===== config.mk =====
export PLATFORM = sky130hd
export DESIGN_NAME = tsense_ctrl
export DESIGN_NICKNAME = d
export VERILOG_FILES = /design/src/rtl/tsense_pkg.sv /design/src/rtl/tsense_regs.sv /design/src/rtl/tsense_pacer.sv /design/src/rtl/tsense_seq.sv /design/src/rtl/tsense_ctrl.sv
export SDC_FILE = /design/constraint.sdc
export NUM_CORES = 1
export LEC_CHECK = 0
export BUFFER_PORTS_ARGS = -buffer_cell sky130_fd_sc_hd__buf_2
export CAP_MARGIN = 30
export CORE_AREA = 2 2 176 178
export DETAILED_ROUTE_END_ITERATION = 7
export DIE_AREA = 0 0 178 180
export PLACE_DENSITY = 0.88
export SETUP_SLACK_MARGIN = 0.02
export SYNTH_ARGS = -nofsm -noshare
export SYNTH_HDL_FRONTEND = slang
export SYNTH_HIERARCHICAL = 1
export SYNTH_SLANG_ARGS = --single-unit

===== constraint.sdc =====
create_clock -name clk -period 10.3 [get_ports clk]
set_input_delay 0.515 -clock clk [delete_from_list [all_inputs] [get_ports clk]]
set_output_delay 0.515 -clock clk [all_outputs]
set_load 0.01 [all_outputs]

===== src/rtl/tsense_pkg.sv =====
package tsense_pkg;

   localparam int BUS_AW       = 8;
   localparam int CAL_W        = 12;
   localparam int MAX_DEPTH_LG = 4;

   localparam logic [BUS_AW-1:0] A_TIMING  = 8'h00;
   localparam logic [BUS_AW-1:0] A_PERIOD  = 8'h04;
   localparam logic [BUS_AW-1:0] A_FILTER  = 8'h08;
   localparam logic [BUS_AW-1:0] A_SENS_EN = 8'h0C;
   localparam logic [BUS_AW-1:0] A_IRQ_EN  = 8'h10;
   localparam logic [BUS_AW-1:0] A_IRQ_STS = 8'h14;
   localparam logic [BUS_AW-1:0] A_CAL     = 8'h20;
   localparam logic [BUS_AW-1:0] A_DATA    = 8'h40;

   localparam logic [15:0]    RST_ACQ   = 16'd47;
   localparam logic [15:0]    RST_SLOT  = 16'd479;
   localparam logic [19:0]    RST_PER   = 20'd365;
   localparam logic [CAL_W-1:0] RST_CAL = 12'h800;

   typedef struct packed {
      logic [15:0] acq;
      logic [15:0] slot;
      logic [19:0] per;
      logic        filt_en;
      logic [1:0]  filt_type;
   } tsense_cfg_t;

   typedef enum logic [2:0] {
      S_IDLE, S_PICK, S_ACQ, S_CONV, S_GAP, S_STORE
   } tsense_st_e;

endpackage


===== src/rtl/tsense_regs.sv =====
module tsense_regs
   import tsense_pkg::*;
#(
   parameter int NSENS  = 4,
   parameter int CODE_W = 12,
   parameter int IDX_W  = 2
) (
   input  logic                    clk,
   input  logic                    rst_n,
   input  logic                    bus_sel,
   input  logic                    bus_wr,
   input  logic [BUS_AW-1:0]       bus_addr,
   input  logic [31:0]             bus_wdata,
   output logic [31:0]             bus_rdata,
   output tsense_cfg_t             cfg,
   output logic [NSENS-1:0]        sens_en,
   input  logic                    res_we,
   input  logic [IDX_W-1:0]        res_idx,
   input  logic [CODE_W-1:0]       res_val,
   output logic [NSENS-1:0]        sts,
   output logic [NSENS*CODE_W-1:0] data_flat,
   output logic                    irq
);

   localparam int NCAL = (NSENS + 1) / 2;

   logic                wr;
   logic [NSENS-1:0]    ien_q;
   logic [NSENS-1:0]    en_q;
   tsense_cfg_t         cfg_q;
   logic [CAL_W-1:0]    cal_lo [NCAL];
   logic [CAL_W-1:0]    cal_hi [NCAL];
   logic [CODE_W-1:0]   data_w [NSENS];

   assign wr = bus_sel & bus_wr;

   always_ff @(posedge clk or negedge rst_n) begin
      if (!rst_n) begin
         cfg_q.acq       <= RST_ACQ;
         cfg_q.slot      <= RST_SLOT;
         cfg_q.per       <= RST_PER;
         cfg_q.filt_en   <= 1'b1;
         cfg_q.filt_type <= 2'd1;
         en_q            <= '0;
         ien_q           <= '0;
      end else if (wr) begin
         case (bus_addr)
            A_TIMING: begin
               cfg_q.acq  <= bus_wdata[15:0];
               cfg_q.slot <= bus_wdata[31:16];
            end
            A_PERIOD: cfg_q.per <= bus_wdata[31:12];
            A_FILTER: begin
               cfg_q.filt_en   <= bus_wdata[2];
               cfg_q.filt_type <= bus_wdata[1:0];
            end
            A_SENS_EN: en_q  <= bus_wdata[NSENS-1:0];
            A_IRQ_EN:  ien_q <= bus_wdata[NSENS-1:0];
            default: ;
         endcase
      end
   end

   always_ff @(posedge clk or negedge rst_n) begin
      if (!rst_n) begin
         for (int k = 0; k < NCAL; k++) begin
            cal_lo[k] <= RST_CAL;
            cal_hi[k] <= RST_CAL;
         end
      end else begin
         for (int k = 0; k < NCAL; k++) begin
            if (wr && bus_addr == A_CAL + BUS_AW'(4 * k)) begin
               cal_lo[k] <= bus_wdata[CAL_W-1:0];
               cal_hi[k] <= bus_wdata[16+CAL_W-1:16];
            end
         end
      end
   end

   // one status bit and one result word per sensor
   for (genvar i = 0; i < NSENS; i++) begin : g_sens
      logic              sts_b;
      logic [CODE_W-1:0] data_q;
      logic              hit;
      logic              clr;

      assign hit = res_we && (res_idx == IDX_W'(i));
      assign clr = wr && (bus_addr == A_IRQ_STS) && bus_wdata[i];

      always_ff @(posedge clk or negedge rst_n) begin
         if (!rst_n) begin
            sts_b  <= 1'b0;
            data_q <= '0;
         end else begin
            if (hit) begin
               sts_b  <= 1'b1;
               data_q <= res_val;
            end else if (clr) begin
               sts_b <= 1'b0;
            end
         end
      end

      assign sts[i]                          = sts_b;
      assign data_w[i]                       = data_q;
      assign data_flat[i*CODE_W +: CODE_W]   = data_q;
   end

   always_comb begin
      bus_rdata = '0;
      case (bus_addr)
         A_TIMING:  bus_rdata = {cfg_q.slot, cfg_q.acq};
         A_PERIOD:  bus_rdata = {cfg_q.per, 12'b0};
         A_FILTER:  bus_rdata = {29'b0, cfg_q.filt_en, cfg_q.filt_type};
         A_SENS_EN: bus_rdata[NSENS-1:0] = en_q;
         A_IRQ_EN:  bus_rdata[NSENS-1:0] = ien_q;
         A_IRQ_STS: bus_rdata[NSENS-1:0] = sts;
         default: ;
      endcase
      for (int k = 0; k < NCAL; k++) begin
         if (bus_addr == A_CAL + BUS_AW'(4 * k))
            bus_rdata = {4'b0, cal_hi[k], 4'b0, cal_lo[k]};
      end
      for (int i = 0; i < NSENS; i++) begin
         if (bus_addr == A_DATA + BUS_AW'(4 * i))
            bus_rdata = 32'(data_w[i]);
      end
   end

   assign cfg     = cfg_q;
   assign sens_en = en_q;
   assign irq     = |(sts & ien_q);

endmodule


===== src/rtl/tsense_pacer.sv =====
module tsense_pacer
   import tsense_pkg::*;
#(
   parameter int UNIT_LG = 12
) (
   input  logic        clk,
   input  logic        rst_n,
   input  logic [19:0] per_x,
   input  logic [2:0]  dep_lg,
   output logic        tick
);

   localparam int CNT_W = 21 + UNIT_LG + MAX_DEPTH_LG;

   logic [CNT_W-1:0] cnt_q;
   logic [CNT_W-1:0] limit;

   // (x+1) * 2^UNIT_LG * 2^dep_lg - 1
   always_comb limit = ((CNT_W'(per_x) + CNT_W'(1)) << (UNIT_LG + int'(dep_lg))) - CNT_W'(1);

   always_ff @(posedge clk or negedge rst_n) begin
      if (!rst_n) begin
         cnt_q <= '0;
         tick  <= 1'b0;
      end else if (cnt_q >= limit) begin
         cnt_q <= '0;
         tick  <= 1'b1;
      end else begin
         cnt_q <= cnt_q + CNT_W'(1);
         tick  <= 1'b0;
      end
   end

endmodule


===== src/rtl/tsense_seq.sv =====
module tsense_seq
   import tsense_pkg::*;
#(
   parameter int NSENS  = 4,
   parameter int CODE_W = 12,
   parameter int IDX_W  = 2
) (
   input  logic               clk,
   input  logic               rst_n,
   input  logic               tick,
   input  logic [NSENS-1:0]   sens_en,
   input  logic [15:0]        acq_cfg,
   input  logic [15:0]        slot_cfg,
   input  logic [2:0]         dep_lg,
   output logic               acq_hold,
   output logic               conv_req,
   output logic [IDX_W-1:0]   conv_sel,
   input  logic               conv_ack,
   input  logic [CODE_W-1:0]  conv_code,
   output logic               res_we,
   output logic [IDX_W-1:0]   res_idx,
   output logic [CODE_W-1:0]  res_val
);

   localparam int ACC_W = CODE_W + MAX_DEPTH_LG;

   tsense_st_e                st_q;
   logic [NSENS-1:0]          mask_q;
   logic [IDX_W-1:0]          sel_q;
   logic [IDX_W-1:0]          nxt_idx;
   logic [MAX_DEPTH_LG-1:0]   samp_q;
   logic [MAX_DEPTH_LG-1:0]   last_samp;
   logic [2:0]                lg_q;
   logic [ACC_W-1:0]          acc_q;
   logic [15:0]               slot_q;
   logic [15:0]               acq_q;
   logic [15:0]               acq_f;
   logic [15:0]               slot_f;
   logic [15:0]               slot_inc;

   always_comb begin
      nxt_idx = '0;
      for (int i = NSENS - 1; i >= 0; i--)
         if (mask_q[i]) nxt_idx = IDX_W'(i);
   end

   assign last_samp = MAX_DEPTH_LG'((5'd1 << lg_q) - 5'd1);
   assign slot_inc  = (slot_q == 16'hFFFF) ? slot_q : slot_q + 16'd1;

   always_ff @(posedge clk or negedge rst_n) begin
      if (!rst_n) begin
         st_q   <= S_IDLE;
         mask_q <= '0;
         sel_q  <= '0;
         samp_q <= '0;
         lg_q   <= '0;
         acc_q  <= '0;
         slot_q <= '0;
         acq_q  <= '0;
         acq_f  <= '0;
         slot_f <= '0;
      end else begin
         case (st_q)
            S_IDLE: begin
               if (tick && |sens_en) begin
                  mask_q <= sens_en;
                  acq_f  <= acq_cfg;
                  slot_f <= slot_cfg;
                  lg_q   <= dep_lg;
                  st_q   <= S_PICK;
               end
            end
            S_PICK: begin
               if (mask_q == '0) begin
                  st_q <= S_IDLE;
               end else begin
                  sel_q           <= nxt_idx;
                  mask_q[nxt_idx] <= 1'b0;
                  acc_q           <= '0;
                  samp_q          <= '0;
                  slot_q          <= '0;
                  acq_q           <= '0;
                  st_q            <= S_ACQ;
               end
            end
            S_ACQ: begin
               slot_q <= slot_inc;
               if (acq_q == acq_f) st_q <= S_CONV;
               else                acq_q <= acq_q + 16'd1;
            end
            S_CONV: begin
               slot_q <= slot_inc;
               if (conv_ack) begin
                  acc_q <= acc_q + ACC_W'(conv_code);
                  st_q  <= S_GAP;
               end
            end
            S_GAP: begin
               if (slot_q >= slot_f) begin
                  if (samp_q == last_samp) begin
                     st_q <= S_STORE;
                  end else begin
                     samp_q <= samp_q + 1'b1;
                     slot_q <= '0;
                     acq_q  <= '0;
                     st_q   <= S_ACQ;
                  end
               end else begin
                  slot_q <= slot_inc;
               end
            end
            S_STORE: st_q <= S_PICK;
            default: st_q <= S_IDLE;
         endcase
      end
   end

   assign acq_hold = (st_q == S_ACQ);
   assign conv_req = (st_q == S_CONV);
   assign conv_sel = sel_q;
   assign res_we   = (st_q == S_STORE);
   assign res_idx  = sel_q;
   assign res_val  = CODE_W'(acc_q >> lg_q);

endmodule


===== src/rtl/tsense_ctrl.sv =====
module tsense_ctrl
   import tsense_pkg::*;
#(
   parameter int NUM_SENS = 4,
   parameter int CODE_W   = 12,
   parameter int UNIT_LG  = 12,
   localparam int IDX_W   = (NUM_SENS > 1) ? $clog2(NUM_SENS) : 1
) (
   input  logic               clk,
   input  logic               rst_n,
   input  logic               bus_sel,
   input  logic               bus_wr,
   input  logic [7:0]         bus_addr,
   input  logic [31:0]        bus_wdata,
   output logic [31:0]        bus_rdata,
   output logic               acq_hold,
   output logic               conv_req,
   output logic [IDX_W-1:0]   conv_sel,
   input  logic               conv_ack,
   input  logic [CODE_W-1:0]  conv_code,
   output logic               irq
);

   if (NUM_SENS < 1 || NUM_SENS > 8) begin : g_bad_nsens
      $error("tsense_ctrl: NUM_SENS must lie in 1..8");
   end
   if (CODE_W < 1 || CODE_W > 16) begin : g_bad_code
      $error("tsense_ctrl: CODE_W must lie in 1..16");
   end
   if (UNIT_LG < 0 || UNIT_LG > 16) begin : g_bad_unit
      $error("tsense_ctrl: UNIT_LG must lie in 0..16");
   end

   tsense_cfg_t                  cfg;
   logic [NUM_SENS-1:0]          sens_en;
   logic [NUM_SENS-1:0]          sts_vec;
   logic [NUM_SENS*CODE_W-1:0]   data_vec;
   logic                         res_we;
   logic [IDX_W-1:0]             res_idx;
   logic [CODE_W-1:0]            res_val;
   logic                         tick;
   logic [2:0]                   dep_lg;

   assign dep_lg = cfg.filt_en ? (3'(cfg.filt_type) + 3'd1) : 3'd0;

   tsense_regs #(.NSENS(NUM_SENS), .CODE_W(CODE_W), .IDX_W(IDX_W)) u_regs (
      .clk       (clk),
      .rst_n     (rst_n),
      .bus_sel   (bus_sel),
      .bus_wr    (bus_wr),
      .bus_addr  (bus_addr),
      .bus_wdata (bus_wdata),
      .bus_rdata (bus_rdata),
      .cfg       (cfg),
      .sens_en   (sens_en),
      .res_we    (res_we),
      .res_idx   (res_idx),
      .res_val   (res_val),
      .sts       (sts_vec),
      .data_flat (data_vec),
      .irq       (irq)
   );

   tsense_pacer #(.UNIT_LG(UNIT_LG)) u_pacer (
      .clk    (clk),
      .rst_n  (rst_n),
      .per_x  (cfg.per),
      .dep_lg (dep_lg),
      .tick   (tick)
   );

   tsense_seq #(.NSENS(NUM_SENS), .CODE_W(CODE_W), .IDX_W(IDX_W)) u_seq (
      .clk       (clk),
      .rst_n     (rst_n),
      .tick      (tick),
      .sens_en   (sens_en),
      .acq_cfg   (cfg.acq),
      .slot_cfg  (cfg.slot),
      .dep_lg    (dep_lg),
      .acq_hold  (acq_hold),
      .conv_req  (conv_req),
      .conv_sel  (conv_sel),
      .conv_ack  (conv_ack),
      .conv_code (conv_code),
      .res_we    (res_we),
      .res_idx   (res_idx),
      .res_val   (res_val)
   );

endmodule


==> metrics <==
Worst Clk Skew 0.0111 ns; IO Count 94; Internal 1.98 mW; fin crit period 6.56 ns; Setup crit end kind flip-flop; postcts setup bufs 0; synthesis-to-layout area growth 8.36%; TritonCTS buffer count 29; # diodes 0; worst skew pair latency 0.55 ns; combinational share of power 8.3%; first-pass GRT wire length 82,000 µm; Post-route DRC 0; Cells after Synth 1,929; Final Hold Fails 0; design area 20,800 µm²; final setup vio count 0; via total after detailed routing 16,100; Sw Share 24.0%; Ys Warns 6; Switching Power 624 µW; synthesized cell area 19,200 µm²; WS Path Type reg2reg; H-tree Lvls 1; share of post-route cells with drive strength above 1 22.4%; Worst Max-Slew Pin Slew 0.942 ns; Vias/cell 6.72; P_leak 9.62 nW; GP Congestion 0.965; Max Cap Violations 0; antenna violations before repair 0; Clk network pwr share 44.3%; final WL 50,900 µm; Critical Path Source Type flip-flop; die area 32,000 µm²; Rel. slew slack 36.6%; Final nets 2,103; Tot GR Track Use 31.3%; Crit path arrival time 7.00 ns; Crit path required time 10.73 ns; dpl cells 2,334; share of power burned in registers 47.5%; Synth Area per Inst 9.96 µm²; Initial DRC Count 1,891; clock root buffer clkbuf_16; Routed Antenna Nets 0; row cnt 64; IO Port Bufs 93; CP max FO 67; Die Height 180 µm; Final Max Slew Viols 0; CTS tree done; period utilisation layout 63.7%; Die X 178 µm; Clock Sink Count 297; number of global-route vias before repair 15,600; first-pass detailed-route iteration total 6; placed cell areas 19,700 µm²; pwr dens 125 nW/µm²; worst hold slack 0.219 ns; FF+latch area 7460 µm²; unrepaired setup endpoints after global routing false; GR Overflow Total 0; Hold WC Path Type in2reg; WL/cell 21.3 µm; status finished clean; total core area 30,200 µm²; CTS max path bufs 3; Finished Layout Cells 2,392; Fillers 2,077; clock slew at reported path FFs 0.06 ns; starting density of the core 63.7%; f_max 152 MHz; area of the multi-input gates 10,900 µm²; dpl hpwl 34,900 µm; largest net degree at the start of global routing 84; Setup TNS 0 ns; Max VDD drop 0.149 mV
==> worst max-delay path, stage by stage (launching register included) <==
cell       delay [ns]
dfstp_2          0.58
ha_1             0.14
and2_2           0.13
buf_4            0.53
mux2_2           0.42
o22a_1           0.24
a221oi_2         0.31
a41oi_1          0.23
and4bb_1         0.58
nand4bb_4        0.17
nor2_1           0.23
a311oi_1         0.13
nor3_1           0.21
ha_1             0.28
a21o_1           0.19
a21o_1           0.17
a21o_1           0.18
a21o_1           0.17
a21o_1           0.17
a21o_1           0.19
a221oi_2         0.44
inv_2            0.36
or2_2            0.39
==> placed cells by master, fill, tap and decap left out, types with 14 or more instances in the layout <==
| cell | n |
|---|---|
| a21o_1 | 28 |
| inv_1 | 49 |
| mux2_4 | 22 |
| dfstp_2 | 25 |
| nor3_1 | 69 |
| clkbuf_16 | 29 |
| ha_1 | 72 |
| buf_2 | 92 |
| nand4_1 | 31 |
| a21oi_1 | 86 |
| mux2i_1 | 49 |
| nand2b_1 | 19 |
| nand3_1 | 45 |
| mux2_2 | 166 |
| o21ai_0 | 101 |
| xor2_1 | 49 |
| dfrtp_1 | 272 |
| a211oi_1 | 14 |
| and3_1 | 19 |
| nor2b_1 | 14 |
| nand2_1 | 172 |
| nor2_1 | 134 |
| xnor2_1 | 46 |
| a22o_1 | 21 |
| a221o_1 | 17 |
| a31oi_1 | 15 |
| buf_4 | 17 |
| nor4_1 | 18 |
==> sequential cells by signal, summed over array words and instances (netlist names), 24 cells and up <==
signal                flops
u_regs/cfg               55
u_regs/g_sens.data_q     48
u_pacer/cnt_q            37
u_regs/cal_hi            24
u_regs/cal_lo            24
==> power groups by stage <==
stage	Clock (mW)	Combinational, mW	Sequential, mW
4_1_cts	1.16	0.211	1.23
3_3_place_gp	0	0.195	1.25
6_report	1.15	0.215	1.23
5_1_grt	1.20	0.238	1.24
2_1_floorplan	0	0.139	1.24
3_5_place_dp	0	0.207	1.25
==> stage by stage <==
| stage | setup slack (ns) | utilization, % | power (mW) |
|---|---|---|---|
| after floorplan | 5.09 | - | 1.38 |
| after global placement | 3.94 | 65.3 | 1.44 |
| after detailed placement | 3.79 | 65.3 | 1.46 |
| after CTS | 3.77 | 68.8 | 2.60 |
| after global routing | 3.36 | 69.0 | 2.68 |
| final | 3.74 | 69.0 | 2.60 |
==> repair_timing <==
item,4_1_cts,5_1_grt
hold endpoints to repair,62,0
resized for setup,0,0
hold buffers,1,0
==> area by class of cell <==
cell class                 count  area share [%]
multi-input combinational   1477            52.5
sequential                   297            35.8
clock buffer                  41            4.04
timing repair buffer         115            3.32
tap                          396            2.38
clock inverter                13           0.961
inverter                      53           0.955
==> routing by layer <==
metal | global-route usage [%] | wire length [µm] | up-vias
li1 | - | - | 7196
met1 | 44.0 | 21100 | 7904
met2 | 49.0 | 23400 | 834
met3 | 5.33 | 4450 | 148
met4 | 11.0 | 1940 | 0
met5 | 0 | 0 | -
==> path summary, 6_finish.rpt <==
kind                       depth (start not counted)  slack, ns                                      to                                   start
max                                               22       3.74                  u_pacer/tick$_DFF_PN0_               u_regs/cfg[0]$_DFFE_PN1P_
min                                                2       0.22            u_regs/cal_lo[7]$_DFFE_PN0P_                            bus_wdata[7]
max reg2reg                                       22       3.74                  u_pacer/tick$_DFF_PN0_               u_regs/cfg[0]$_DFFE_PN1P_
min reg2reg                                        1       0.51  u_regs/g_sens[2].data_q[6]$_DFFE_PN0P_  u_regs/g_sens[2].data_q[6]$_DFFE_PN0P_
max in group asynchronous                          5       7.98             u_pacer/cnt_q[33]$_DFF_PN0_                                   rst_n
min in group asynchronous                          2       0.49  u_regs/g_sens[3].data_q[7]$_DFFE_PN0P_                                   rst_n
(Power assumes the default switching activity.)
